File: src/rtl/row_spare_mgr.sv
module row_spare_mgr #(
  parameter int BANKS   = 16,
  parameter int ROW_W   = 17,
  parameter int HARD_OK = 1,
  parameter int SOFT_OK = 1,
  localparam int BANK_W = $clog2(BANKS)
) (
  input  logic              clk,
  input  logic              rst_n,
  input  logic              soft_clr,
  input  logic              req_valid,
  output logic              req_ready,
  input  logic              mode_soft_en,
  input  logic              mode_hard_en,
  input  logic [BANK_W-1:0] req_bank,
  input  logic [ROW_W-1:0]  req_row,
  output logic              rsp_valid,
  output logic [1:0]        rsp_code,
  input  logic              act_valid,
  input  logic [BANK_W-1:0] act_bank,
  input  logic [ROW_W-1:0]  act_row,
  output logic              hit,
  output logic [7:0]        status
);
  typedef enum logic [1:0] {EMPTY = 2'd0, SOFT = 2'd1, HARD = 2'd2} slot_t;

  slot_t            kind  [BANKS];
  logic [ROW_W-1:0] row_q [BANKS];

  wire fire      = req_valid & req_ready;
  wire want_soft = mode_soft_en & ~mode_hard_en & (SOFT_OK != 0);
  wire want_hard = mode_hard_en & ~mode_soft_en & (HARD_OK != 0);
  wire legal     = want_soft | want_hard;
  wire locked    = (kind[req_bank] == HARD);

  assign req_ready = ~soft_clr;
  assign status    = {(HARD_OK != 0), (SOFT_OK != 0), 6'b0};

  always_ff @(posedge clk) begin
    if (!rst_n) begin
      rsp_valid <= 1'b0;
      rsp_code  <= 2'd0;
      hit       <= 1'b0;
      for (int b = 0; b < BANKS; b++) kind[b] <= EMPTY;
    end else begin
      rsp_valid <= fire;
      if (fire)
        rsp_code <= !legal ? 2'd3 : locked ? 2'd2 : want_hard ? 2'd1 : 2'd0;
      hit <= act_valid && (kind[act_bank] != EMPTY) && (row_q[act_bank] == act_row);
      for (int b = 0; b < BANKS; b++) begin
        if (soft_clr && kind[b] == SOFT) begin
          kind[b] <= EMPTY;
        end else if (fire && legal && !locked && req_bank == BANK_W'(b)) begin
          kind[b]  <= want_hard ? HARD : SOFT;
          row_q[b] <= req_row;
        end
      end
    end
  end
endmodule


File: config.mk
export PLATFORM = sky130hd
export DESIGN_NAME = row_spare_mgr
export DESIGN_NICKNAME = d
export VERILOG_FILES = /design/src/rtl/row_spare_mgr.sv
export SDC_FILE = /design/constraint.sdc
export NUM_CORES = 1
export LEC_CHECK = 0
export BUFFER_PORTS_ARGS = -buffer_cell sky130_fd_sc_hd__clkbuf_2
export CAP_MARGIN = 20
export CORE_MARGIN = 2
export CORE_UTILIZATION = 64
export CTS_BUF_LIST = sky130_fd_sc_hd__clkbuf_2 sky130_fd_sc_hd__clkbuf_4 sky130_fd_sc_hd__clkbuf_8
export DETAILED_ROUTE_END_ITERATION = 16
export GPL_ROUTABILITY_DRIVEN = 0
export HOLD_SLACK_MARGIN = 0.15
export PLACE_DENSITY = 0.84
export SLEW_MARGIN = 30
export SYNTH_ARGS = -nofsm -noshare
export SYNTH_HDL_FRONTEND = slang
export SYNTH_SLANG_ARGS = --single-unit
export TNS_END_PERCENT = 1
File: constraint.sdc
create_clock -name clk -period 4.92 [get_ports clk]
set_input_delay 0.246 -clock clk [delete_from_list [all_inputs] [get_ports clk]]
set_output_delay 0.246 -clock clk [all_outputs]
set_load 0.01 [all_outputs]
-- Yosys cells after proc, flatten, opt, wreduce, memory -nomap -nowiden
Memories as Yosys holds them, arrays and structs flattened.
Cells that the tools add are included.
- eq/ne operators: 33
- divide/modulo/power cells: 0
- mux-type cells: 194
- shifts and indexed selects: 0
- bitwise operators: 39
- $add $sub $neg: 0
- reductions and logical operators: 54
- order comparisons: 0
- multipliers: 0
- operators by type and width (operator ; number):
    $mux 17 ; 15
    $reduce_or 17->1 ; 15
    $mux 1 ; 129
    $mux 2 ; 35
    $mux 4 ; 15
    $logic_and 1x1->1 ; 36
    $or 1x1->1 ; 33
    $eq 2x1->1 const B ; 16
    $eq 4x4->1 const B ; 8
    $eq 17x17->1 ; 1
    $eq 4x3->1 const B ; 4
    $eq 4x2->1 const B ; 2
    $eq 4x1->1 const B ; 1
    $logic_not 4->1 ; 1
    $and 1x1->1 ; 3
    $not 1->1 ; 3
    $eq 2x2->1 const B ; 1
    $reduce_bool 2->1 ; 1
    $logic_not 1->1 ; 1
- memories kept: 2
- input bits: 49
- output and inout port bits: 13
- memory bits (read-only): 0
- bits in writable memories: 304
- flip-flop bits (word level): 4
- bits in latches: 0
- memories (name ; words ; bits a word ; rd ports ; clocked after Yosys merged registers in ; wr ports ; line ; source):
    row_q ; 16 ; 17 ; 1 ; 0 ; 1 ; 28 ; logic [ROW_W-1:0] row_q [BANKS];
    kind ; 16 ; 2 ; 18 ; 0 ; 16 ; 27 ; slot_t kind [BANKS];

-- Logic depth before layout (Yosys ltp)
Gate-level depths: netlist of the first run.
- depth in word-level cells: 26
- depth in mapped cells: 10

-- Least setup slack after synthesis of the first run
Ideal clock, no wire load.
- kind: reg2reg
- from: memory kind[15][1] (netlist name)
- to: memory row_q[7][0] (enable)
- path buffers: 2
- slack: 1.004 ns
- arrival: 3.503 ns
- library setup time: 0.413 ns
- cell stages (with the launch flop): 9
- period minus slack after synthesis: 3.916 ns
- cells stage by stage: edfxtp_1 -> a32o_1 -> mux4_2 -> mux2_2 -> or3b_1 -> buf_6 -> or2_1 -> buf_2 -> nor3_1
- RTL lines (item ; line):
    start, declared ; 27
    end, declared ; 28

-- Final worst setup path of the first run
- from: input act_bank[2]
- to: register hit
- word-level cells in the longest chain between the ends: 4
- RTL lines (item ; line ; source):
    start, declared ; 20 ; input logic [BANK_W-1:0] act_bank,
    parallel branches: the longest is 3 deep, another holds $mem_v2 16x17 ; n/a ;
    $logic_and 1x1->1 (*) ; 49 ; hit <= act_valid && (kind[act_bank] != EMPTY) && (row_q[act_bank] == act_row);
    end signal, assigned ; 49 ;
    end, declared ; 22 ; output logic hit,
Every way passes the cells marked *.
A chain may end at the register's enable or synchronous reset.

==> results of run 1 <==
[critical path, stage by stage]
cell           delay [ps]
clkbuf_2              650
mux4_2                610
mux2i_1               170
mux2i_1               110
xor2_1                200
nor4_1                570
nand4_1               150
dlygate4sd3_1         600
nor4_1                260
dlygate4sd3_1         630
[how the worst max path moves through the flow]
stage                     slack [ps]            to  cells past startpoint   startpoint
after global placement          1170   row_q[8][9]                      8  req_bank[1]
final                           1200           hit                     10  act_bank[2]
after floorplan                 1000   row_q[7][0]                      8  kind[15][1]
after detailed placement        1040  row_q[8][15]                      8  req_bank[1]
after global routing             990           hit                     10  act_bank[1]
after CTS                       1220           hit                     10  act_bank[2]
[cells in the final DEF (no fill, tap or decap), types with 11 or more instances in the layout]
master and instances:
clkbuf_2 50, edfxtp_1 304, clkbuf_8 48, nand2_1 24, dlygate4sd3_1 22, nor3_1 16
mux2i_1 30, mux4_2 69, buf_4 26, clkinv_1 18, nor2_1 26, inv_1 11
xor2_1 14, clkbuf_4 15, a21oi_1 15, nand3_1 12
[metrics by stage]
step	power [µW]	hold slack, ps
6_report	5290	183
3_3_place_gp	3280	452
5_1_grt	5440	168
4_1_cts	5310	162
3_5_place_dp	3290	464
2_1_floorplan	3180	345
[power by group through the flow]
stage	logic, µW	registers, µW	clock network (µW)
6_report	340	2910	2030
5_1_grt	366	2910	2160
4_1_cts	338	2910	2060
3_5_place_dp	323	2970	0
3_3_place_gp	309	2970	0
2_1_floorplan	213	2970	0
[final cells by class]
type,count,area (µm²)
Timing Repair Buffer,102,709
Multi-Input combinational cell,356,3520
Sequential cell,308,9210
Inverter,12,45.0
Tap cell,270,338
Clock inverter,26,140
Fill cell,1209,5310
Clock buffer,62,766
[routing by layer]
metal  vias up  track usage  part of all wire
met5         -            0                 0
met4         0       0.0917             0.022
met3        47       0.0472             0.094
met2       411        0.446              0.50
met1      3643        0.381              0.38
li1       3103            -                 -
[registers in the layout, summed over array words and instances, names as in the netlist]
name       count
rsp_valid      1
kind          32
hit            1
rsp_code       2
row_q        272
[logic make-up after synthesis]
group | Yosys count
flip-flops | 308
AND/OR/NAND/NOR | 159
multiplexers | 101
AO/OA/AOI/OAI | 62
buffers and inverters | 62
XOR/XNOR | 24
adder cells (fa/ha/maj) | 2
other | 2
==> run summary, run 1 <==
- **share of synthesized cell area in full adder, half adder and majority cells** 0.00193
- **status** completed
- **proportion of synthesized flip-flops having asynchronous set or reset** 0
- **combinational power share** 0.064
- **combinational family with the most area after synthesis** multiplexers
- **post-synthesis simple-gate area fraction** 0.0693
- **fin area** 14700 µm²
- **maximum clock rate** 269 MHz
- **Setup Buffers After CTS** 0
- **most instantiated cells after synthesis** 304 x edfxtp_1, 69 x mux4_2, 36 x nor2_1
- **hold path start** mode_soft_en
- **Worst IR Drop VDD** 0.269 mV
- **worst-case setup margin in the final layout** 1200 ps
- **internal power** 4110 µW
- **largest fanout of any net on the critical path** 26
- **Post-Synthesis Cell Area** 13000 µm²
- **area fraction of the dominant cell type after synthesis** 0.704
- **Worst-path clk slew** 60 ps
- **nature of the critical path startpoint** input pin
- **height of the die** 146 µm
- **worst slack at placement** 1040 ps
- **clock root buffer** clkbuf_8
- **arrival time of the worst setup path** 4220 ps
- **horizontal extent of the die** 146 µm
- **sum of negative setup slack** 0 ps
- **sort of element at the end of the critical path** flop
- **pin count of the biggest net entering global routing** 48
- **Synth Area in Compound Gates** 0.0337
- **gate count of the mapped netlist** 720
- **type of the most critical hold path** input pin to flop
- **number of H-tree branching levels** 2
- **placed cell area** 13600 µm²
- **XOR/XNOR share of the synthesized area** 0.0162
- **count leader, synth** edfxtp_1
- **top-level port count** 62
- **global-route congestion overflow total** 0
- **buffers from clock root to sink, at most** 3
- **clock tree from TritonCTS** yes
- **synthesized area per cell** 18.0 µm²
- **clk sink count** 308
- **number of diodes** 0
- **half-perimeter wire length after placement** 16800 µm
- **end point of the worst hold path** rsp_code[0]
- **biggest area consumer among synthesized cells** edfxtp_1
- **share of power burned in the clock network** 0.385
- **Worst Hold Path Cells** 4
- **Net Sw Power** 1170 µW
- **final routed wirelength across all metal layers** 28400 µm
- **DRC errors left** 0
- **number of enable-type register cells in the synthesized netlist** 304
- **count of routing violations after the opening detailed-route iteration** 869
- **overall fraction of global-route tracks in use** 0.272
- **register-to-register setup slack** 1210 ps
- **Via Count** 7204
- **DR pass1 iterations** 5
- **final standard cell utilization of the core** 0.735
- **share of layout cells above drive strength 1** 0.288
- **Buffers on Ports** 53
- **share of synthesized area occupied by flip-flops and latches** 0.710
- **headroom to the max-slew limit** 0.408
- **Worst EP required** 5420 ps
- **slew of the pin with the lowest slew margin** 888 ps
- **synthesized flop and latch total** 308
- **initial antenna violation count** 0
- **Switching Share** 0.222
- **Core Area** 20000 µm²
- **fraction of the cycle the final worst path needs** 0.756
- **post-layout instance count excluding filler cells** 1136
- **cts hold-fix bufs** 22
- **Critical R2R Launch** kind[14][1]
- **Inst Count DP** 1025
- **number of nets in the final layout** 879
- **number of cells traversed by the worst register-to-register path** 6
- **leakage** 0.00493 µW
- **mux cell area share after synthesis** 0.145
- **Inserted Clock Buffers** 48
- **via count of the first global-routing pass** 7385
- **number of cell rows** 52
- **number of warnings printed during yosys synthesis** 0
- **residual antenna-violating net count after detailed routing** 0
- **terminus of the critical flop-to-flop path** row_q[8][15]
- **synth top area cells** edfxtp_1 70%, mux4_2 12%, mux2i_1 2.3%, nor2_1 1.0%, xor2_1 0.95%
- **number of instances resized during post-cts repair** 0
- **first-pass GRT wire length** 43000 µm
- **count of final max-slew check failures** 0
- **mean number of vias per cell** 6.34
- **growth of design area from synthesis to finish** 13.6%
- **power density of the placed cells** 359 nW/µm²
- **Initial Util** 0.647
- **final count of hold timing violations** 0
- **most used flip-flop cell after synthesis** edfxtp_1
- **WL/cell** 25.0 µm
- **critical path type** input pin to flop
- **final setup fails** 0
- **RSZ-0062 raised after global routing** no
- **setup clock skew after layout** 23.9 ps
- **Flop pwr share** 0.551
- **maxcap violations** 0
- **Cell variety after synth** 55
- **minimum clock period** 3720 ps
- **clk_lat worst skew** 570 ps
- **Die ar.** 21400 µm²
Note: power is estimated with default switching activity, not from simulation.
==> run 2, diff against run 1 <==
--- a/config.mk
+++ b/config.mk
@@ -8,12 +8,12 @@
 export BUFFER_PORTS_ARGS = -buffer_cell sky130_fd_sc_hd__clkbuf_2
 export CAP_MARGIN = 20
 export CORE_MARGIN = 2
-export CORE_UTILIZATION = 64
+export CORE_UTILIZATION = 57
 export CTS_BUF_LIST = sky130_fd_sc_hd__clkbuf_2 sky130_fd_sc_hd__clkbuf_4 sky130_fd_sc_hd__clkbuf_8
 export DETAILED_ROUTE_END_ITERATION = 16
 export GPL_ROUTABILITY_DRIVEN = 0
 export HOLD_SLACK_MARGIN = 0.15
-export PLACE_DENSITY = 0.84
+export PLACE_DENSITY = 0.79
 export SLEW_MARGIN = 30
 export SYNTH_ARGS = -nofsm -noshare
 export SYNTH_HDL_FRONTEND = slang
==> constraint.sdc (replaced) <==
create_clock -name clk -period 3.15 [get_ports clk]
set_input_delay 0.1575 -clock clk [delete_from_list [all_inputs] [get_ports clk]]
set_output_delay 0.1575 -clock clk [all_outputs]
set_load 0.01 [all_outputs]
==> run summary, run 2 (same netlist as run 1, synthesis figures left out) <==
- **leading cell type in the layout, fill and taps excluded** edfxtp_1
- **Inserted Clock Buffers** 47, -2.1%
- **register-to-register setup slack** 60 ps, -1150 ps
- **slowest stage cell on the critical path** mux4_2
- **horizontal extent of the die** 155 µm, +5.8%
- **DR pass1 iterations** 5, unchanged
- **Die ar.** 24000 µm², +12%
- **clock root buffer** clkbuf_8
- **DRC errors left** 0, unchanged
- **launch point of the worst path** kind[14][1]
- **clk sink count** 308, unchanged
- **Net Sw Power** 1820 µW, +55%
- **worst-case setup margin in the final layout** 57.6 ps, -1140 ps
- **first-pass GRT wire length** 44500 µm, +3.4%
- **number of flip-flops in the largest register** 272, unchanged
- **Biggest register** row_q
- **number of cell rows** 55, +5.8%
- **final routed wirelength across all metal layers** 29400 µm, +3.5%
- **share of power burned in the clock network** 0.373, -0.012
- **power density of the placed cells** 541 nW/µm², +51%
- **met2 routed wirelength** 14500 µm, +1.6%
- **CP cell instances** a32o_1 -> mux4_2 -> mux2_2 -> or3b_4 -> buf_4 -> or3_4 -> nor2_2 -> buf_12
- **headroom to the max-slew limit** 0.455, +0.0470
- **maximum clock rate** 323 MHz
- **fraction of the cycle the final worst path needs** 0.982
- **worst slack at placement** -7.05 ps, -1050 ps
- **terminus of the critical flop-to-flop path** row_q[12][10]
- **combinational power share** 0.069, +0.005
- **internal power** 6340 µW, +54%
- **clk_lat worst skew** 570 ps, about the same
- **WL/cell** 25.0 µm, +0.17%
- **sort of element at the end of the critical path** flop
- **final count of hold timing violations** 0, unchanged
- **RSZ-0062 raised after global routing** yes
- **post-layout instance count excluding filler cells** 1174, +3.3%
- **leakage** 0.00507 µW, +2.7%
- **slew of the pin with the lowest slew margin** 818 ps, -70.4 ps
- **count of final max-slew check failures** 0, unchanged
- **final setup fails** 0, unchanged
- **clock tree from TritonCTS** yes
- **buffers from clock root to sink, at most** 3, unchanged
- **registers with the highest flip-flop counts** row_q (272), kind (32), rsp_code (2)
- **share of layout cells above drive strength 1** 0.305, +0.0173
- **Worst EP required** 3410 ps, -2010 ps
- **growth of design area from synthesis to finish** 16.2%
- **most used cells in the layout excluding fill and tap cells** 304 x edfxtp_1, 69 x mux4_2, 50 x clkbuf_2
- **Worst-path clk slew** 60 ps, about the same
- **half-perimeter wire length after placement** 18800 µm, +12%
- **minimum clock period** 3090 ps
- **largest fanout of any net on the critical path** 17, -35%
- **mean number of vias per cell** 6.28, -0.99%
- **Switching Share** 0.223, +0.000671
- **residual antenna-violating net count after detailed routing** 0, unchanged
- **pin count of the biggest net entering global routing** 28, -42%
- **number of H-tree branching levels** 2, unchanged
- **global-route congestion overflow total** 0, unchanged
- **Worst IR Drop VDD** 0.291 mV, +8.1%
- **timing endpoint of the critical path** row_q[12][10]
- **count of routing violations after the opening detailed-route iteration** 801, -7.8%
- **maxcap violations** 0, unchanged
- **type of the most critical hold path** input pin to flop
- **fill cell instance count of the final layout** 1446, +20%
- **nature of the critical path startpoint** flop
- **Initial Util** 0.576, -0.0708
- **WL met1** 11500 µm, +7.1%
- **top-level port count** 62, unchanged
- **overall fraction of global-route tracks in use** 0.252, -0.0206
- **number of diodes** 0, unchanged
- **Core Area** 22500 µm², +12%
- **Flop pwr share** 0.558, +0.007
- **Inst Count DP** 1064, +3.8%
- **setup clock skew after layout** 23.5 ps, -0.383 ps
- **amount of wire on met3 after detailed routing** 2610 µm, -2.6%
- **number of cells traversed by the worst register-to-register path** 8, +2
- **uppermost signal routing layer after detailed routing** met4
- **Critical R2R Launch** kind[14][1]
- **Via Count** 7371, +2.3%
- **number of nets in the final layout** 907, +3.2%
- **Slowest Stage Delay on Critical Path** 450 ps, -200 ps
- **initial antenna violation count** 0, unchanged
- **Buffers on Ports** 53, unchanged
- **critical path type** flop to flop
- **height of the die** 155 µm, +5.8%
- **arrival time of the worst setup path** 3350 ps, -870 ps
- **status** completed
- **via count of the first global-routing pass** 7655, +3.7%
[run 2: cell count changes in the layout (fill, tap and decap cells not counted), sizes merged]
cell | before | now
clkinvlp | 1 | 2
clkinv | 24 | 19
clkbuf | 113 | 111
buf | 29 | 53
dlygate4sd3 | 22 | 28
bufinv | 1 | 0
[run 2: worst max-delay path, delay by kind of cell, from the launching register on]
kind | cells | cell delay [ps]
flip-flops | 1 | 420
AND/OR/NAND/NOR | 3 | 970
multiplexers | 2 | 740
buffers and inverters | 2 | 360
AO/OA/AOI/OAI | 1 | 280
[run 2: metal layers]
| metal | GRT usage | up-vias |
|---|---|---|
| li1 | - | 3153 |
| met1 | 0.342 | 3729 |
| met2 | 0.414 | 429 |
| met3 | 0.0507 | 60 |
| met4 | 0.0838 | 0 |
| met5 | 0 | - |
[run 2: power by group through the flow]
stage                     sequential, µW  clock, µW  combinational [µW]
after floorplan                     4630          0                 332
after global placement              4630          0                 513
after detailed placement            4640          0                 530
after CTS                           4550       3090                 561
after global routing                4550       3240                 607
final                               4550       3040                 563
[run 2: final cells by class]
| type | instances | area, µm² | area share |
|---|---|---|---|
| clock buffers | 61 | 758 | 0.0503 |
| well taps | 285 | 357 | 0.0237 |
| multi-input cells | 356 | 3540 | 0.235 |
| flip-flops and latches | 308 | 9210 | 0.611 |
| clock inverters | 21 | 96.3 | 0.00639 |
| repair buffers | 131 | 1060 | 0.0707 |
| inverters | 12 | 45.0 | 0.00299 |
[run 2: per-stage QoR]
stage | power (µW) | hold WS [ps] | cell area (µm²) | utilization | setup TNS [ps]
floorplan | 4960 | 256 | 13000 | - | -71040
global placement | 5150 | 452 | 13900 | 0.619 | 0
detailed placement | 5170 | 473 | 13900 | 0.619 | -103
CTS | 8200 | 192 | 15100 | 0.669 | 0
global route | 8390 | 221 | 15100 | 0.670 | -27.7
finish | 8150 | 205 | 15100 | 0.670 | 0
[run 2: how the worst min path moves through the flow]
| stage | from | endpoint | slack [ps] | cells after the start |
|---|---|---|---|---|
| 6_report | act_row[1] | hit | 200 | 4 |
| 5_1_grt | act_row[1] | hit | 220 | 4 |
| 4_1_cts | act_row[16] | hit | 190 | 6 |
| 3_5_place_dp | rsp_code[0] | rsp_code[0] | 470 | 2 |
| 3_3_place_gp | rsp_code[0] | rsp_code[0] | 450 | 2 |
| 2_1_floorplan | req_row[0] | row_q[0][0] | 260 | 0 |
[run 2: what timing repair did]
item / in CTS / in global routing
cloned: 0 / 0
hold buffers: 28 / 0
setup buffers: 0 / 0
endpoints found under the setup margin: 49 / 13
endpoints found under the hold margin: 282 / 0
resized for setup: 1 / 2
